### src/rtl/tagmbx_pkg.sv
package tagmbx_pkg;
  localparam int TAG_W  = 8;
  localparam int MBOX_W = 32;
  localparam int LOW_W  = MBOX_W - TAG_W;

  typedef logic [TAG_W-1:0] tag_t;
endpackage

### src/rtl/tagmbx_tag_gen.sv
module tagmbx_tag_gen #(
  parameter int TAG_W = tagmbx_pkg::TAG_W
) (
  input  logic             clk,
  input  logic             rst_n,
  input  logic             post_i,
  output logic [TAG_W-1:0] tag_q_o,
  output logic [TAG_W-1:0] tag_eff_o
);
  logic [TAG_W-1:0] tag_q, tag_inc, tag_d;

  always_comb begin
    tag_inc = tag_q + TAG_W'(1);
    tag_d   = post_i ? tag_inc : tag_q;
  end

  always_ff @(posedge clk or negedge rst_n) begin
    if (!rst_n)      tag_q <= '0;
    else if (post_i) tag_q <= tag_d;
  end

  assign tag_q_o   = tag_q;
  assign tag_eff_o = tag_d;

  // the tag steps by one per post and holds otherwise
  a_r2_tag_step: assert property (@(posedge clk) disable iff (!rst_n)
    post_i |=> tag_q == $past(tag_q) + TAG_W'(1));
  a_r2_tag_hold: assert property (@(posedge clk) disable iff (!rst_n)
    !post_i |=> $stable(tag_q));
endmodule

### src/rtl/tagmbx_decode.sv
module tagmbx_decode #(
  parameter int TAG_W  = tagmbx_pkg::TAG_W,
  parameter int MBOX_W = tagmbx_pkg::MBOX_W
) (
  input  logic [MBOX_W-1:0] data_i,
  input  logic [TAG_W-1:0]  cmp_tag_i,
  output logic              low_zero_o,
  output logic              tag_match_o
);
  localparam int LOW_W = MBOX_W - TAG_W;

  logic [TAG_W-1:0] ret_tag;

  always_comb begin
    ret_tag     = data_i[MBOX_W-1 -: TAG_W];
    low_zero_o  = ~|data_i[LOW_W-1:0];
    tag_match_o = (ret_tag == cmp_tag_i);
  end
endmodule

### src/rtl/tagmbx_irq_ctl.sv
module tagmbx_irq_ctl (
  input  logic clk,
  input  logic rst_n,
  input  logic mode_wr_i,
  input  logic mode_i,
  input  logic post_i,
  input  logic mbox_wr_i,
  input  logic low_zero_i,
  input  logic tag_match_i,
  output logic irq_o
);
  logic mode_q, mode_d;
  logic pend_q, pend_d;
  logic mask_q, mask_d;
  logic upd_en;

  // Next-state logic
  always_comb begin
    mode_d = mode_wr_i ? mode_i : mode_q;
    pend_d = pend_q;
    mask_d = mask_q;
    if (post_i) pend_d = 1'b1;
    if (mbox_wr_i) begin
      if (!low_zero_i) begin
        mask_d = 1'b1;
        if (!mode_q && !post_i) pend_d = 1'b0;
      end else begin
        mask_d = 1'b0;
        if (mode_q) pend_d = !tag_match_i;
      end
    end
  end

  assign upd_en = post_i | mbox_wr_i | mode_wr_i;

  // State registers
  always_ff @(posedge clk or negedge rst_n) begin
    if (!rst_n) begin
      mode_q <= 1'b0;
      pend_q <= 1'b0;
      mask_q <= 1'b0;
    end else if (upd_en) begin
      mode_q <= mode_d;
      pend_q <= pend_d;
      mask_q <= mask_d;
    end
  end

  assign irq_o = pend_q & ~mask_q;

  // a lone post raises the interrupt state
  a_r3_post_raises: assert property (@(posedge clk) disable iff (!rst_n)
    post_i && !mbox_wr_i |=> pend_q);
  // a matching tagged acknowledge releases the interrupt
  a_r4_match_clears: assert property (@(posedge clk) disable iff (!rst_n)
    mode_q && mbox_wr_i && low_zero_i && tag_match_i |=> !irq_o);
  // a stale tagged acknowledge asserts the interrupt
  a_r5_stale_raises: assert property (@(posedge clk) disable iff (!rst_n)
    mode_q && mbox_wr_i && low_zero_i && !tag_match_i |=> irq_o);
  // a tagged write with nonzero low bits masks and keeps the state
  a_r6_tagged_mask: assert property (@(posedge clk) disable iff (!rst_n)
    mode_q && mbox_wr_i && !low_zero_i |=> !irq_o && (pend_q == $past(pend_q || post_i)));
  // an untagged zero write never clears a pending interrupt
  a_r7_untag_unmask: assert property (@(posedge clk) disable iff (!rst_n)
    !mode_q && mbox_wr_i && low_zero_i && pend_q |=> irq_o);
endmodule

### src/rtl/tagmbx_irq.sv
module tagmbx_irq #(
  parameter int TAG_W  = tagmbx_pkg::TAG_W,
  parameter int MBOX_W = tagmbx_pkg::MBOX_W
) (
  input  logic              clk,
  input  logic              rst_n,
  input  logic              mode_wr_i,
  input  logic              mode_i,
  input  logic              post_i,
  input  logic              mbox_wr_i,
  input  logic [MBOX_W-1:0] mbox_data_i,
  output logic              irq_o,
  output logic [TAG_W-1:0]  last_tag_o
);
  logic             rst_meta_q, rst_sync_n;
  logic [TAG_W-1:0] tag_eff;
  logic             low_zero, tag_match;

  // reset asserts at once, releases on a clock edge
  always_ff @(posedge clk or negedge rst_n) begin
    if (!rst_n) begin
      rst_meta_q <= 1'b0;
      rst_sync_n <= 1'b0;
    end else begin
      rst_meta_q <= 1'b1;
      rst_sync_n <= rst_meta_q;
    end
  end

  tagmbx_tag_gen #(.TAG_W(TAG_W)) u_tag (
    .clk       (clk),
    .rst_n     (rst_sync_n),
    .post_i    (post_i),
    .tag_q_o   (last_tag_o),
    .tag_eff_o (tag_eff)
  );

  tagmbx_decode #(.TAG_W(TAG_W), .MBOX_W(MBOX_W)) u_dec (
    .data_i      (mbox_data_i),
    .cmp_tag_i   (tag_eff),
    .low_zero_o  (low_zero),
    .tag_match_o (tag_match)
  );

  tagmbx_irq_ctl u_ctl (
    .clk         (clk),
    .rst_n       (rst_sync_n),
    .mode_wr_i   (mode_wr_i),
    .mode_i      (mode_i),
    .post_i      (post_i),
    .mbox_wr_i   (mbox_wr_i),
    .low_zero_i  (low_zero),
    .tag_match_i (tag_match),
    .irq_o       (irq_o)
  );

  // no interrupt while reset is held
  a_r1_reset_quiet: assert property (@(posedge clk) !rst_sync_n |-> !irq_o && last_tag_o == '0);
endmodule

### config.mk
export PLATFORM = sky130hd
export DESIGN_NAME = tagmbx_irq
export DESIGN_NICKNAME = d
export VERILOG_FILES = /design/src/rtl/tagmbx_pkg.sv /design/src/rtl/tagmbx_tag_gen.sv /design/src/rtl/tagmbx_decode.sv /design/src/rtl/tagmbx_irq_ctl.sv /design/src/rtl/tagmbx_irq.sv
export SDC_FILE = /design/constraint.sdc
export NUM_CORES = 1
export LEC_CHECK = 0
export BUFFER_PORTS_ARGS = -buffer_cell sky130_fd_sc_hd__buf_2
export CAP_MARGIN = 20
export CORE_ASPECT_RATIO = 1.4
export CORE_MARGIN = 2
export CORE_UTILIZATION = 37
export DETAILED_ROUTE_END_ITERATION = 8
export PLACE_DENSITY = 0.74
export SLEW_MARGIN = 25
export SYNTH_ARGS = -nofsm -noshare
export SYNTH_HDL_FRONTEND = slang
export SYNTH_SLANG_ARGS = --single-unit
### constraint.sdc
create_clock -name clk -period 0.8 [get_ports clk]
set_input_delay 0.16 -clock clk [delete_from_list [all_inputs] [get_ports clk]]
set_output_delay 0.16 -clock clk [all_outputs]
set_load 0.05 [all_outputs]
==> results.json <==
{
  "grt.total_usage_pct": 18.81,
  "rr_worst_depth": 6,
  "ios": 47,
  "p_int_mw": 2.468,
  "required_ns": 0.96,
  "final_cell_mix": "buf_2, buf_4, buf_6, dfrtp_2",
  "ys.flop_type": "dfrtp_1",
  "cts_sinks": 13,
  "setup_viol": 18,
  "worstSetupPathType": "reg2reg",
  "synth_nets": 107,
  "rrSetupSlack_ns": -0.84,
  "start_util_pct": 38.47,
  "cp_cell_sequence": "ha_4 > mux2_4 > xnor2_2 > o2111ai_1 > nor4_1 > a31oi_1",
  "whs_path_depth": 2,
  "core_area_mm2": 0.001926,
  "yosys.cell_types.count": 26,
  "clkPwrFrac_pct": 9.5,
  "drc": 0,
  "finalHoldViolCount": 0,
  "period_share_pct": 205.1,
  "syn2layout_area_growth_pct": 93.58,
  "endpoint_kind": "flip-flop",
  "violations": "negative setup slack",
  "synth_area_leader_cell": "dfrtp_1",
  "n_antenna_cell": 0,
  "drt-wirelength-per-cell_um": 13.61,
  "max_freq_mhz": 609.4,
  "grt_max_degree": 12,
  "ys_warn_count": 0,
  "synth_top_area_share_pct": 43.92,
  "report.final.slew_viol_count": 0,
  "drtPass1Iterations": 4,
  "path_max_fanout": 2,
  "final_common_cell": "buf_2",
  "crit_family": "flip-flops",
  "dp_cells": 147,
  "finalWorstSetupSlack_ns": -0.8409,
  "cts-htree-levels": 1,
  "dpl_cell_area_mm2": 0.001151,
  "synth.avg_cell_area_um2": 10.89,
  "drive_gt1_share_pct": 71.94,
  "chipHeight_um": 56.94,
  "numCtsBuffers": 3,
  "synthesis.area_um2": 740.7,
  "status": "finished with violations",
  "maxCapViolations": 0,
  "pre_cts_slack_ns": -0.8402,
  "final_cells": 160,
  "hp-class": "in2reg",
  "p_per_area_mw_per_mm2": 3079,
  "path_clk_slew_ns": 0.08,
  "ir_worst_vdd_mv": 2.685,
  "arrival_ns": 1.80,
  "routed_wirelength_um": 2177,
  "setup_tns_ns": -6.161,
  "power_switching_mw": 1.947,
  "swShare_pct": 44.10,
  "cts_tree": "done",
  "syn_inst": 68,
  "grt_pass1_vias": 865,
  "rsz0062_at_grt": "true",
  "worst_hold_slack_ns": 0.1029,
  "hold_end": "u_ctl.mode_q",
  "hold_start": "mode_i",
  "synth_edf_count": 0,
  "row_count": 19,
  "via_per_inst": 5.206,
  "path_buf_inv": 0,
  "grt_antenna_before_repair": 0,
  "clk-insertion-delay-late_ns": 0.28,
  "power.share.sequential_pct": 26.7,
  "final_area_mm2": 0.001434,
  "r2r-start": "u_tag.tag_q_o[1]",
  "grt_pass1_wl_um": 3539,
  "slowest_stage": "dfrtp_2",
  "design_power_total_mw": 4.415,
  "ys_top_cells_by_area": "dfrtp_1, xnor2_1, xor2_1, nor4_1, xnor2_2",
  "cts-root-buf": "clkbuf_4",
  "drtAntennaViolNets": 0,
  "pwr-share-comb_pct": 63.8,
  "die_w_um": 41.82,
  "cts_buffer_depth": 2,
  "fin_worst_skew_ns": 0.002855,
  "period_minus_slack_ns": 1.641,
  "globalplace.congestion": 0.8701,
  "fillCellCount": 142,
  "ys_ff_latch": 13,
  "crit_path_start_kind": "flip-flop",
  "grt.overflow.total": 0,
  "die-area_mm2": 0.002381,
  "leakage_nw": 0.6787,
  "port_buffers": 46,
  "final_net_count": 179,
  "r2r-end": "u_ctl.pend_q",
  "drtIter0Drc": 9,
  "synthArstFlopShare_pct": 100.0,
  "synth_seq_area_share_pct": 43.92,
  "final_util_pct": 74.46,
  "crit_path_max_incr_delay_ns": 0.44,
  "dpl.hpwl_um": 1585,
  "dr_total_vias": 833
}
[layer usage]
layer	vias to the layer above	GRT usage [%]	wire (µm)
met5	-	0	0
met4	0	7.373	39
met3	6	3.165	205
met2	54	36.83	1190
met1	386	19.22	741
li1	387	-	-
[synth_stat cells (2+ instances only)]
cell and count:
xor2_1 6, o21ai_0 2, dfrtp_1 13, a21oi_1 2, nand2_1 4, nor4_1 7, xnor2_1 9, xnor2_2 2
nand4_1 3, nor2_1 3, nand3b_1 2
[what timing repair did]
action                                 in CTS  in global routing
setup endpoints to repair                  18                 20
resized for setup                          35                 10
buffers inserted                            6                  5
endpoints found under the hold margin       2                  0
hold buffers                                1                  0
pin swaps                                   2                  7
[registers in the layout, indices dropped and copies added, names as in the netlist]
signal and count:
rst_meta_q 1, u_ctl.mask_q 1, rst_sync_n 1, u_ctl.mode_q 1
u_tag.tag_q_o 8, u_ctl.pend_q 1
[power by group through the flow]
stage	logic [mW]	clock network [mW]	registers, mW
after global routing	2.95	0.465	1.20
final	2.82	0.421	1.18
after global placement	1.96	0	1.12
after CTS	2.63	0.432	1.19
after detailed placement	2.04	0	1.15
after floorplan	0.717	0	1.75
[cell families after synthesis]
| group | after synthesis | synth area share, % |
|---|---|---|
| AND/OR/NAND/NOR | 25 | 20.44 |
| adder cells (fa/ha/maj) | 1 | 1.689 |
| other | 1 | 0.5063 |
| buffers and inverters | 2 | 2.026 |
| XOR/XNOR | 17 | 22.13 |
| flip-flops | 13 | 43.92 |
| AO/OA/AOI/OAI | 7 | 5.744 |
| multiplexers | 2 | 3.547 |
[area by class of cell]
type	count	area (µm²)	share of cell area, %
Multi-Input combinational cell	53	546.8	38.13
Timing Repair Buffer	68	495.5	34.55
Sequential cell	13	334.1	23.30
Tap cell	21	26.28	1.832
Clock buffer	3	22.52	1.571
Clock inverter	1	5.005	0.3490
Inverter	1	3.754	0.2618
[worst max path at each step]
stage	from	end	slack, ns	cells past startpoint
6_report	u_tag.tag_q_o[1]	u_ctl.pend_q	-0.84	6
5_1_grt	u_tag.tag_q_o[1]	u_ctl.pend_q	-0.94	6
4_1_cts	u_tag.tag_q_o[1]	u_ctl.pend_q	-0.85	6
3_5_place_dp	u_tag.tag_q_o[1]	u_ctl.pend_q	-0.84	6
3_3_place_gp	u_tag.tag_q_o[1]	u_ctl.pend_q	-0.79	6
2_1_floorplan	u_tag.tag_q_o[0]	u_ctl.pend_q	-0.91	6
Note: power is estimated with default switching activity, not from simulation.
